<file path="config.mk">
export PLATFORM = sky130hd
export DESIGN_NAME = cas_mf_mapper
export DESIGN_NICKNAME = d
export VERILOG_FILES = /design/src/rtl/cas_pkg.sv /design/src/rtl/cas_sig_table.sv /design/src/rtl/cas_tx_framer.sv /design/src/rtl/cas_rx_demux.sv /design/src/rtl/cas_mf_mapper.sv
export SDC_FILE = /design/constraint.sdc
export NUM_CORES = 1
export LEC_CHECK = 0
export BUFFER_PORTS_ARGS = -buffer_cell sky130_fd_sc_hd__buf_2
export CORE_MARGIN = 3
export CORE_UTILIZATION = 70
export CTS_BUF_LIST = sky130_fd_sc_hd__clkbuf_8
export CTS_CLUSTER_DIAMETER = 120
export DETAILED_ROUTE_END_ITERATION = 8
export GPL_ROUTABILITY_DRIVEN = 0
export PLACE_DENSITY = 0.88
export SLEW_MARGIN = 30
export SYNTH_ARGS = -nofsm -noshare
export SYNTH_HDL_FRONTEND = slang
export SYNTH_SLANG_ARGS = --single-unit
</file>
<file path="constraint.sdc">
create_clock -name clk -period 8.8 [get_ports clk]
set_input_delay 0.88 -clock clk [delete_from_list [all_inputs] [get_ports clk]]
set_output_delay 0.88 -clock clk [all_outputs]
set_load 0.05 [all_outputs]
</file>
<file path="src/rtl/cas_pkg.sv">
package cas_pkg;
    typedef enum logic [1:0] {
        TX_IDLE   = 2'd0,
        TX_ALIGN  = 2'd1,
        TX_SIGNAL = 2'd2
    } tx_state_e;

    localparam logic [3:0] ABCD_IDLE   = 4'b1101;
    localparam logic [3:0] MF_ALIGN_NB = 4'b0000;
endpackage

</file>
<file path="src/rtl/cas_sig_table.sv">
module cas_sig_table #(
    parameter int NENT  = 30,
    parameter int W     = 4,
    parameter int IDX_W = 5,
    parameter int NWR   = 1,
    parameter int NRD   = 1,
    parameter logic [W-1:0] RST_VAL = '0
) (
    input  logic                       clk,
    input  logic                       rst_n,
    input  logic [NWR-1:0]             wr_en,
    input  logic [NWR-1:0][IDX_W-1:0]  wr_idx,
    input  logic [NWR-1:0][W-1:0]      wr_data,
    input  logic [NRD-1:0][IDX_W-1:0]  rd_idx,
    output logic [NRD-1:0][W-1:0]      rd_data
);
    logic [W-1:0] mem [NENT];

    always_ff @(posedge clk) begin
        if (!rst_n) begin
            for (int i = 0; i < NENT; i++) mem[i] <= RST_VAL;
        end else begin
            for (int w = 0; w < NWR; w++) begin
                if (wr_en[w] && (int'(wr_idx[w]) < NENT))
                    mem[wr_idx[w]] <= wr_data[w];
            end
        end
    end

    for (genvar r = 0; r < NRD; r++) begin : g_rd
        assign rd_data[r] = (int'(rd_idx[r]) < NENT) ? mem[rd_idx[r]] : '0;
    end
endmodule

</file>
<file path="src/rtl/cas_tx_framer.sv">
module cas_tx_framer #(
    parameter int W    = 4,
    parameter int FN_W = 4
) (
    input  logic            clk,
    input  logic            rst_n,
    input  logic            req,
    input  logic [FN_W-1:0] frame,
    input  logic            mf_alarm,
    input  logic [W-1:0]    hi_code,
    input  logic [W-1:0]    lo_code,
    output logic [2*W-1:0]  octet,
    output logic            valid
);
    import cas_pkg::*;

    tx_state_e state_q, state_nx;

    always_comb begin
        if (!req)            state_nx = TX_IDLE;
        else if (frame == '0) state_nx = TX_ALIGN;
        else                 state_nx = TX_SIGNAL;
    end

    always_ff @(posedge clk) begin
        if (!rst_n) state_q <= TX_IDLE;
        else        state_q <= state_nx;
    end

    always_ff @(posedge clk) begin
        if (!rst_n) begin
            octet <= {ABCD_IDLE, ABCD_IDLE};
        end else begin
            unique case (state_nx)
                TX_ALIGN:  octet <= {MF_ALIGN_NB, 1'b1, mf_alarm, 2'b11};
                TX_SIGNAL: octet <= {hi_code, lo_code};
                default:   octet <= octet;
            endcase
        end
    end

    assign valid = (state_q != TX_IDLE);
endmodule

</file>
<file path="src/rtl/cas_rx_demux.sv">
module cas_rx_demux #(
    parameter int W     = 4,
    parameter int FN_W  = 4,
    parameter int IDX_W = 5,
    parameter int HALF  = 15
) (
    input  logic                    strobe,
    input  logic [FN_W-1:0]         frame,
    input  logic [2*W-1:0]          octet,
    output logic [1:0]              wr_en,
    output logic [1:0][IDX_W-1:0]   wr_idx,
    output logic [1:0][W-1:0]       wr_data
);
    logic [IDX_W-1:0] base;
    assign base       = IDX_W'(frame) - IDX_W'(1);
    assign wr_en      = {2{strobe && (frame != '0)}};
    assign wr_idx[0]  = base;
    assign wr_idx[1]  = base + IDX_W'(HALF);
    assign wr_data[0] = octet[2*W-1:W];
    assign wr_data[1] = octet[W-1:0];
endmodule

</file>
<file path="src/rtl/cas_mf_mapper.sv">
module cas_mf_mapper #(
    parameter int NCH    = 30,
    parameter int FRAMES = 16,
    parameter int W      = 4
) (
    input  logic                             clk,
    input  logic                             rst_n,
    input  logic [$clog2(FRAMES)-1:0]        tx_frame,
    input  logic                             tx_ts16_req,
    input  logic                             tx_mf_alarm,
    input  logic                             tx_wr_en,
    input  logic [$clog2(NCH+1)-1:0]         tx_wr_ch,
    input  logic [W-1:0]                     tx_wr_abcd,
    output logic [2*W-1:0]                   tx_ts16_octet,
    output logic                             tx_ts16_valid,
    input  logic [$clog2(FRAMES)-1:0]        rx_frame,
    input  logic                             rx_ts16_valid,
    input  logic [2*W-1:0]                   rx_ts16_octet,
    input  logic [$clog2(NCH+1)-1:0]         rx_rd_ch,
    output logic [W-1:0]                     rx_rd_abcd
);
    localparam int FN_W  = $clog2(FRAMES);
    localparam int IDX_W = $clog2(NCH + 1);
    localparam int HALF  = NCH / 2;

    // transmit table: one write port, two read ports (upper and lower nibble)
    logic [1:0][IDX_W-1:0] tx_rd_idx;
    logic [1:0][W-1:0]     tx_rd_code;
    logic [0:0][IDX_W-1:0] tx_w_idx;
    logic [0:0][W-1:0]     tx_w_data;

    assign tx_w_idx[0]  = tx_wr_ch - IDX_W'(1);
    assign tx_w_data[0] = tx_wr_abcd;
    assign tx_rd_idx[0] = IDX_W'(tx_frame) - IDX_W'(1);
    assign tx_rd_idx[1] = IDX_W'(tx_frame) - IDX_W'(1) + IDX_W'(HALF);

    cas_sig_table #(
        .NENT(NCH), .W(W), .IDX_W(IDX_W), .NWR(1), .NRD(2),
        .RST_VAL(cas_pkg::ABCD_IDLE)
    ) i_tx_tab (
        .clk(clk), .rst_n(rst_n),
        .wr_en(tx_wr_en), .wr_idx(tx_w_idx), .wr_data(tx_w_data),
        .rd_idx(tx_rd_idx), .rd_data(tx_rd_code)
    );

    cas_tx_framer #(.W(W), .FN_W(FN_W)) i_framer (
        .clk(clk), .rst_n(rst_n),
        .req(tx_ts16_req), .frame(tx_frame), .mf_alarm(tx_mf_alarm),
        .hi_code(tx_rd_code[0]), .lo_code(tx_rd_code[1]),
        .octet(tx_ts16_octet), .valid(tx_ts16_valid)
    );

    // receive table: two write ports from the demux, one read port
    logic [1:0]            rx_w_en;
    logic [1:0][IDX_W-1:0] rx_w_idx;
    logic [1:0][W-1:0]     rx_w_data;
    logic [0:0][IDX_W-1:0] rx_r_idx;
    logic [0:0][W-1:0]     rx_r_code;

    cas_rx_demux #(.W(W), .FN_W(FN_W), .IDX_W(IDX_W), .HALF(HALF)) i_demux (
        .strobe(rx_ts16_valid), .frame(rx_frame), .octet(rx_ts16_octet),
        .wr_en(rx_w_en), .wr_idx(rx_w_idx), .wr_data(rx_w_data)
    );

    assign rx_r_idx[0] = rx_rd_ch - IDX_W'(1);

    cas_sig_table #(
        .NENT(NCH), .W(W), .IDX_W(IDX_W), .NWR(2), .NRD(1),
        .RST_VAL(cas_pkg::ABCD_IDLE)
    ) i_rx_tab (
        .clk(clk), .rst_n(rst_n),
        .wr_en(rx_w_en), .wr_idx(rx_w_idx), .wr_data(rx_w_data),
        .rd_idx(rx_r_idx), .rd_data(rx_r_code)
    );

    assign rx_rd_abcd = rx_r_code[0];
endmodule

</file>
# --- Word level (Yosys, flattened, before mapping) ---
# Memory sizes are Yosys's and may differ from the RTL's.
# Cells that the tools add are included.
word_totals:
  register_bits: 10
  output_inout_bits: 13
  latchBits: 0
  mem_count: 2
  mem_bits_rw: 240
  mem_bits_ro: 0
  wordCells: 54
  inputBits: 36
classes:
  muxes: 25
  div_mod_pow: 0
  n_lt_le_gt_ge: 6
  n_addsub: 6
  bitwise: 0
  mul: 0
  eq_ne: 2
  reduce_logical: 11
  shift: 0
mem_list:
  columns: ["memory", "depth", "width", "read_ports", "rd_ports_with_merged_regs", "write_ports", "line", "source"]
  rows:
  - ["i_rx_tab.mem", 30, 4, 1, 0, 30, "cas_sig_table.sv:17", "logic [W-1:0] mem [NENT];"]
  - ["i_tx_tab.mem", 30, 4, 2, 0, 30, "cas_sig_table.sv:17", null]
ops:
  columns: ["op", "n"]
  rows:
  - ["less-than comparator 5 bit, second input constant", 6]
  - ["two-way mux 4 bit", 6]
  - ["case mux 8 bit (2 select lines)", 1]
  - ["two-way mux 5 bit", 3]
  - ["two-way mux 1 bit", 13]
  - ["OR reduction 4 bit", 3]
  - ["adder 5 x 4 -> 5 bit, second input constant", 2]
  - ["subtractor 4 x 1 -> 5 bit, second input constant", 2]
  - ["subtractor 5 x 1 -> 5 bit, second input constant", 2]
  - ["logical AND 1 bit", 4]
  - ["zero test 4 bit", 1]
  - ["two-way mux 2 bit", 2]
  - ["nonzero test 2 bit", 2]
  - ["nonzero test 4 bit", 1]
  - ["== test 2 x 1 -> 1 bit, second input constant", 1]
  - ["== test 2 bit, second input constant", 1]

# --- Logic depth before layout (Yosys ltp) ---
# Gate-level depths: netlist of the first run.
depth:
  ltp_word: 9
  depth_mapped: 14
  depth_no_buf: 9

# --- By module ---
# A second synthesis of the first run with hierarchy kept.
unflattened:
  cells_unflattened: 1274
  hier_area_um2: 15431.0
by_module_without_submodules:
  columns: ["module", "cells_each", "instances", "seq_area_each_um2", "area_per_inst_um2"]
  rows:
  - ["cas_sig_table (i_rx_tab)", 631, 1, 3843.7, 7280.7]
  - ["cas_sig_table (i_tx_tab)", 529, 1, 3843.7, 7258.2]
  - ["cas_tx_framer", 43, 1, 200.2, 375.4]
  - ["cas_mf_mapper", 39, 1, 0.0, 270.3]
  - ["cas_rx_demux", 32, 1, 0.0, 246.5]

# --- Worst setup path before layout of the first run ---
# No wires, ideal clock.
synth_path:
  path_type: "in2out"
  startpoint: "input port rx_rd_ch[0]"
  endpoint: "output port rx_rd_abcd[1]"
  setup_slack_ns: 4.359
  cell_stages: 11
  arrival_time_ns: 3.561
  required_time_ns: 7.920
  path_buffers: 5
  cell_sequence: "buf_2 -> buf_2 -> buf_4 -> inv_1 -> ha_1 -> buf_1 -> buf_1 -> mux4_2 -> nand2_1 -> a31oi_1 -> mux2_2"
synth_between:
  elab_chain_len: 3
  elab_cells_between_ends: 4
  cone_classes: "1 x add/sub; 1 x order compare; 1 x mux; 1 x memory"
synth_lines:
  columns: ["item", "line", "source"]
  rows:
  - ["start, declared", "cas_mf_mapper.sv:19", "input logic [$clog2(NCH+1)-1:0] rx_rd_ch,"]
  - ["subtractor 5 x 1 -> 5 bit (*)", "cas_mf_mapper.sv:65", "assign rx_r_idx[0] = rx_rd_ch - IDX_W'(1);"]
  - ["memory read (30 x 4 bit) or less-than comparator 5 bit (tied branches)", null, null]
  - ["two-way mux 4 bit (*)", "cas_sig_table.sv:31", "assign rd_data[r] = (int'(rd_idx[r]) < NENT) ? mem[rd_idx[r]] : '0;"]
  - ["end, declared", "cas_mf_mapper.sv:20", "output logic [W-1:0] rx_rd_abcd"]
# Mark *: on every way between the ends. The rest lies on a longest branch, timed or not.

# --- Worst setup path in the final report of the first run ---
# Ends and elaborated chain as after synthesis.

==> results.md, run 1 <==
- The flow ran to the end, and the final reports show no timing, DRC or antenna violations.
- The detailed router finished its first iteration with 1,209 violations.
- The number of vias per cell after detailed routing is 7.004.
- The critical path goes through buf_4 > inv_1 > ha_1 > buf_4 > mux4_2 > mux4_2 > mux2_2 > buf_2.
- The combined area of all synthesized cells is 14,060 sq um.
- The cell at the root of the clock tree is clkbuf_8.
- After global routing the overflow that remains totals 0.
- The number of clock sinks seen by CTS is between 200 and 300.
- The die is 147.7 um wide.
- The count of input and output buffers is between 40 and 50.
- STA classifies the critical path endpoint as an output port.
- Measured along the y axis, the die boundary spans 147.7 um.
- Headroom to the max-slew limit came out at 38.38%.
- The arrival time of data at the critical path endpoint is 3790 ps.
- The transition time at the pin with the least slew margin is 922.0 ps.
- The warning count from the yosys run is 0.
- In the layout the commonest cells are edfxtp_1, or3_1, mux4_2.
- In this run, post-CTS hold repair placed 0 buffers.
- The number of buffers and inverters on the critical path is 4.
- Counting flops with an async set or reset pin after synthesis yields a share of 0%.
- The final worst-path cycle share is 53.05%.
- The worst hold-check path type is flip-flop to flip-flop.
- The via count of the first global-routing pass is 9,505.
- The post-synthesis sequential element count is 258.
- The cell count after synthesis came out at between 1,000 and 1,500.
- On the worst path, the slowest cell contributes a delay of 590 ps.
- The clock latency on the worst-skew pair is roughly 540 ps.
- The count of different cell masters after synthesis is 63.
- The layout has roughly 1,200 filler cells.
- The total of endpoints with negative setup slack in the final report is 0.
- The growth of design area from synthesis to finish is 7.065%.
- Once detail routing completed, the nets flagged for antenna violations numbered 0.
- The routed layout has ~9,600 vias.
- After routing, the total negative slack on setup checks comes to 0 ps.
- The critical path's slowest cell is ha_1.
- The global-route wire length before repair is approximately 54,000 um.
- For the worst setup path, the data required time is roughly 7900 ps.
- Buffers added to address setup during post-CTS repair amount to 0.
- TritonCTS created 42 clock buffers.
- Once detailed placement completed, the half-perimeter wirelength came to 23,710 um.
- After detailed routing, the number of remaining DRC violations is 0.
- The count of pins over their slew limit is 0.
- The overall power of the completed layout is between 2 and 3 mW.
- Along the worst path, the maximum fanout reaches 34.
- For this configuration, the core starts out at a cell density of between 70% and 80%.
- The post-layout net count is 1,120.
- Power spread over the standard cell area amounts to 187.5 nW/um^2.
- Leaving out fill and tap cells, the most frequent cell in the layout is edfxtp_1.
- The sequential fraction of the synthesis area is between 50% and 60%.
- The clock passes through at most 3 buffers.
- TritonCTS built the clock tree.
- The tool flagged a number of max-cap violations equal to 0.
- The total area inside the core boundary comes to 19,590 sq um.
- The top achievable clock speed is between 200 and 250 MHz.
- The pin count of the biggest net entering global routing is between 60 and 70.
- Across the routed clock network, the largest skew measured is around 28 ps.
- The number of diodes is 0.
- The number of detailed-routing iterations run before antenna repair is 5.
- The die covers 21,830 sq um.
- After layout, the minimum clock period comes to 4668 ps.
- The post-route netlist has approximately a quarter of its cells at a drive strength greater than 1.
- A synthesized cell averages 13.22 sq um.
- The critical path's top delay family is buffers and inverters.
- The number of ports placed on the die boundary is 49.
- In this run, post-CTS repair resized a total of 0 instances.
- Setup repair after global routing left no endpoint under its margin.
- The total detailed-routing wirelength is between 30,000 and 40,000 um.
- The mean routed wirelength per cell is 24.87 um.
- In this run the number of H-tree levels came out at 2.
- The total routing resource utilization after global routing is 32.19%.
- The final-report hold violation count was 0.
- The flip-flop cell with the highest count after synthesis is edfxtp_1.
- The critical path startpoint category is an input port.
- In this run the static leakage power is 4.938 nW.
- The net count after synthesis is 1,114.
- The number of antenna violations at the first check in global routing is 1.
- Across the VDD grid, the largest voltage drop is 165.8 uV.
- The synthesized design contains 248 enable-type register cells.
- The classification of the worst setup path is input port to output port.
- The number of placement rows is 51.
- Clock-pin slew was measured on the worst setup and hold paths at 60 ps.
[cell type report]
| class | instances | area [sq um] | area share, % |
|---|---|---|---|
| Multi-Input combinational cell | 691 | 5953 | 39.54 |
| Clock buffer | 45 | 619.3 | 4.114 |
| Sequential cell | 258 | 7647 | 50.79 |
| Clock inverter | 28 | 111.4 | 0.7396 |
| Tap cell | 265 | 331.6 | 2.202 |
| Inverter | 18 | 67.56 | 0.4488 |
| Timing Repair Buffer | 59 | 325.3 | 2.161 |
[synth_stat cells, drive strengths merged, types with 2 or more instances]
library cell,n,area (sq um)
dfxtp,10,200.2
o32ai,2,43.80
buf,32,188.9
or3,106,668.1
xor2,6,52.55
o22ai,11,68.82
edfxtp,248,7447
a31oi,14,87.58
o21ai,44,220.2
nor2b,6,37.54
o211ai,5,37.54
mux2i,19,190.2
and3,2,12.51
ha,14,175.2
nand4,4,31.28
nor2,39,148.9
nor4,8,50.05
o211a,2,27.53
clkbuf,65,245.2
mux4,96,2162
nand2,83,339.1
o22a,28,247.7
nand2b,39,246.5
nor3,45,230.2
and2,10,70.07
a221oi,2,17.52
or2,36,225.2
xnor2,10,102.6
inv,17,63.81
a2bb2oi,2,17.52
a21oi,10,50.05
a211oi,9,67.56
mux2,9,101.4
nand3,20,100.1
[cells by family after synthesis]
family / synth area share (%)
AO/OA/AOI/OAI: 6.727
adder cells (fa/ha/maj): 1.246
AND/OR/NAND/NOR: 15.53
flip-flops: 54.38
buffers and inverters: 3.568
multiplexers: 17.45
XOR/XNOR: 1.103
[layer usage]
metal	GRT usage (%)	share of wire [%]	routed length, um
met2	53.15	50	16980
met1	43.20	36	12150
met3	5.702	9.6	3264
met4	13.33	4.4	1509
met5	0	0.038	13
[metrics by stage]
stage	hold slack [ps]	worst slack (ps)	cell area (sq um)	cells	utilization, %
floorplan	687.6	4359	14060	1064	-
global placement	457.7	3868	14310	1291	73.05
detailed placement	466.6	4121	14330	1291	73.12
CTS	484.0	4117	15060	1364	76.85
global route	519.2	3902	15060	1364	76.85
finish	482.1	4132	15060	1364	76.85
[worst min-delay path, delay by kind of cell (launching register included)]
family	cells	cell delay (ps)
simple gates	2	130
flops	1	330
[state kept, by name, indices dropped and copies added (netlist names)]
name / count
i_framer.state_q: 2
i_rx_tab.mem: 120
i_framer.octet: 8
i_tx_tab.mem: 128
[path summary, 6_finish.rpt]
path	slack [ps]	depth (start not counted)	endpoint	from
worst min register to register	480	2	i_framer.octet[4]$_SDFFE_PN1P_	i_framer.octet[4]$_SDFFE_PN1P_
worst max register to register	6830	6	i_framer.octet[4]$_SDFFE_PN1P_	i_tx_tab.mem[1][0]$_SDFFCE_PN1P_
worst min-delay path	480	2	i_framer.octet[4]$_SDFFE_PN1P_	i_framer.octet[4]$_SDFFE_PN1P_
worst max-delay path	4130	8	rx_rd_abcd[1]	rx_rd_ch[0]
[where the power goes]
part | internal (mW) | switching (mW) | leakage (nW)
registers | 1.42 | 0.0416 | 2.54
clock network | 0.468 | 0.456 | 0.435
logic | 0.176 | 0.264 | 1.97
total | 2.06 | 0.762 | 4.94
Power figures use the tool's default switching activity.
==> run 2, diff against run 1 <==
--- a/config.mk
+++ b/config.mk
@@ -7,12 +7,12 @@
 export LEC_CHECK = 0
 export BUFFER_PORTS_ARGS = -buffer_cell sky130_fd_sc_hd__buf_2
 export CORE_MARGIN = 3
-export CORE_UTILIZATION = 70
+export CORE_UTILIZATION = 65
 export CTS_BUF_LIST = sky130_fd_sc_hd__clkbuf_8
 export CTS_CLUSTER_DIAMETER = 120
 export DETAILED_ROUTE_END_ITERATION = 8
 export GPL_ROUTABILITY_DRIVEN = 0
-export PLACE_DENSITY = 0.88
+export PLACE_DENSITY = 0.83
 export SLEW_MARGIN = 30
 export SYNTH_ARGS = -nofsm -noshare
 export SYNTH_HDL_FRONTEND = slang
==> constraint.sdc (replaced) <==
create_clock -name clk -period 4.7 [get_ports clk]
set_input_delay 0.47 -clock clk [delete_from_list [all_inputs] [get_ports clk]]
set_output_delay 0.47 -clock clk [all_outputs]
set_load 0.05 [all_outputs]
==> run 2 against run 1 <==
  * Via count is 2.4% lower
  * Die area grew 7.4%
  * Final cell count grew 1.1%
  * Global-route usage shrank 3.5 points
  * Cell area rose by 0.45%
  * Critical path depth rose by 1
  * Clock skew shrank 6.0 ps
  * Non-clock buffer count up 3
  * Register-to-register slack worse by 4000 ps
  * Sequential share of layout area fell by 0.23 points
  * Critical path type unchanged
==> results.md, run 2 (synthesis results as in run 1) <==
- The number of detailed-routing iterations run before antenna repair is 5 (unchanged).
- The run finished with clean final reports.
- The library cells used most frequently in the layout, excluding fill and tap cells, are edfxtp_1, or3_1, mux4_2.
- The leakage component of the power was 4.981 nW (+0.86%).
- The number of hold buffers added after cts came to 0 (unchanged).
- The DRC violation total after the first TritonRoute iteration is 1,104 (-8.7%).
- The total of cells resized after clock tree synthesis is 0 (unchanged).
- The number of placed instances, taps included is 1,304 (+1.0%).
- The residual overflow from global routing is 0 (unchanged).
- The floorplan die area is 23,440 sq um (+7.4%).
- The final standard cell count with taps included and fillers excluded is 1,379 (+1.1%).
- The final-layout fill cell count is 1,389 (+19%).
- The mean routed wirelength per cell was 23.79 um (-4.3%).
- The H-tree level count is 2 (unchanged).
- The total routing resource utilization after global routing was 28.67% (-3.5 points).
- Subtracting the final worst setup slack from the clock period gives roughly 3500 ps.
- The number of placement rows is 53 (+3.9%).
- The share of layout cells above drive strength 1 is 24.18% (+0.62 points).
- The worst hold path belongs to the class input port to flip-flop.
- The placement-stage cell area is 14,350 sq um (+0.15%).
- The total of endpoints with negative setup slack in the final report is 0 (unchanged).
- The top achievable clock speed is about 280 MHz.
- The number of ports placed on the die boundary came to 49 (unchanged).
- The multi-input combinational cell area is 5944 sq um (-0.15%).
- The via count of the routed design was 9,327 (-2.4%).
- The via count of the first global-routing pass is 9,366 (-1.5%).
- The headroom to the max-slew limit is 36.92% (-1.5 points).
- The max-capacitance violation count is 0 (unchanged).
- The total detailed-routing wirelength was 32,810 um (-3.3%).
- STA classifies the critical path endpoint as an output port.
- The pin count of the biggest net entering global routing is 55 (-18%).
- The largest fanout on the critical path is 14 (-59%).
- The flip-flop count of the largest register, all copies and words added was 128 (unchanged).
- The CTS clock-pin slew for the worst setup and hold paths is 60 ps (about the same).
- The transition time at the pin with the least slew margin is 945.1 ps (+23.12 ps).
- The worst setup path is launched from an input port.
- The most common library cell in the layout ignoring fill and taps is edfxtp_1.
- The growth of design area from synthesis to finish is 7.545%.
- The final HPWL from detailed placement is 23,020 um (-2.9%).
- The antenna violation net count after detailed routing was 0 (unchanged).
- The arrival time of data at the critical path endpoint is 3060 ps (-730 ps).
- The count of pins over their slew limit is 0 (unchanged).
- The clock latency on the worst-skew pair is 540 ps (about the same).
- The initial core utilization is 66.48% (-5.3 points).
- The cell at the root of the clock tree is clkbuf_8.
- The count of buffers added by post-CTS timing repair for setup is 0 (unchanged).
- In the final layout, the registers with the most flip-flops are i_tx_tab.mem (128), i_rx_tab.mem (120), i_framer.octet (8).
- The number of buffers added by the clock tree synthesis step is 42 (unchanged).
- The standard cell core area is 21,150 sq um (+8.0%).
- The area taken by flip-flops and latches is 7647 sq um (unchanged).
- Setup repair after global routing left no endpoint under its margin.
- The number of clock sinks seen by CTS was 258 (unchanged).
- The maximum resistive drop on vdd is 274.9 uV (+66%).
- The final-report hold violation count is 0 (unchanged).
- The setup path with the least slack is of type input port to output port.
- The remaining routing DRC violations is 0 (unchanged).
- The number of vias per cell after detailed routing is 6.764 (-3.4%).
- The setup TNS is 0 ps (unchanged).
- The post-layout net count is 1,123 (+0.27%).
- The power per standard cell area is 353.1 nW/um^2 (+88%).
- The number of diodes is 0 (unchanged).
- The number of buffers on the longest clock path is 3 (unchanged).
- The number of antenna violations at the first check in global routing was 3 (+2).
- The die outline height is 153.1 um (+3.6%).
- Of the available clock period, the critical path in the final layout requires between 70% and 80%.
- The post-layout instance area was 15,120 sq um (+0.45%).
- The required time at the endpoint of the critical path came to 4230 ps (-3690 ps).
- The global-route wire length before repair is 52,630 um (-2.1%).
- The count of input and output buffers is 48 (unchanged).
- The TritonCTS clock tree is built.
- The final worst clock skew is 21.96 ps (-6.031 ps).
- The horizontal die dimension was 153.1 um (+3.6%).
- The register with the most flip-flops is i_tx_tab.mem.
[run 2: cell types whose count changed in the layout (fill, tap and decap cells not counted), sizes merged]
cell / previous run / this run
buf: 59 / 62
bufinv: 0 / 1
clkbuf: 45 / 46
clkinv: 11 / 12
clkinvlp: 1 / 0
[run 2: critical path, cell delays in order]
cell and delay, ps:
buf_2 370, inv_1 90, ha_1 260, xor2_1 540, mux4_2 390, a211oi_1 330, a31oi_1 90, mux2_2 310
buf_2 210
[run 2: final cells by class]
type	instances	area share, %
clock buffer	46	4.186
sequential	258	50.57
clock inverter	29	0.9349
timing repair buffer	62	2.283
tap	275	2.275
inverter	18	0.4468
multi-input combinational	691	39.31
[run 2: routing by layer]
metal / vias up / GRT usage [%] / wire length (um)
met1: 4573 / 37.89 / 12060
met3: 92 / 5.832 / 2883
met4: 6 / 10.48 / 1208
met2: 502 / 47.84 / 16620
met5: - / 0 / 32
li1: 4154 / - / -
[run 2: final timing paths]
path                            depth (start not counted)                        endpoint  slack (ps)                             start
worst min register to register                          2  i_framer.octet[5]$_SDFFE_PN0P_         490    i_framer.octet[5]$_SDFFE_PN0P_
worst min-delay path                                    3  i_framer.octet[2]$_SDFFE_PN1P_         180                       tx_mf_alarm
worst max-delay path                                    9                   rx_rd_abcd[0]        1170                       rx_rd_ch[0]
worst max register to register                          6  i_framer.octet[4]$_SDFFE_PN1P_        2800  i_tx_tab.mem[0][0]$_SDFFCE_PN1P_
[run 2: through the flow]
step | util, % | total power [mW] | hold WS (ps) | worst slack (ps)
2_1_floorplan | - | 3.355 | 568.9 | 1079
3_3_place_gp | 67.82 | 3.560 | 464.2 | 1245
3_5_place_dp | 67.82 | 3.584 | 477.4 | 1173
4_1_cts | 71.48 | 5.355 | 156.0 | 1167
5_1_grt | 71.49 | 5.548 | 181.0 | 984.9
6_report | 71.49 | 5.340 | 181.5 | 1171
[run 2: power breakdown]
part           internal, mW  total [mW]  switching [mW]
sequential             2.65        2.72          0.0697
clock                 0.951        1.79           0.843
combinational         0.329       0.823           0.494
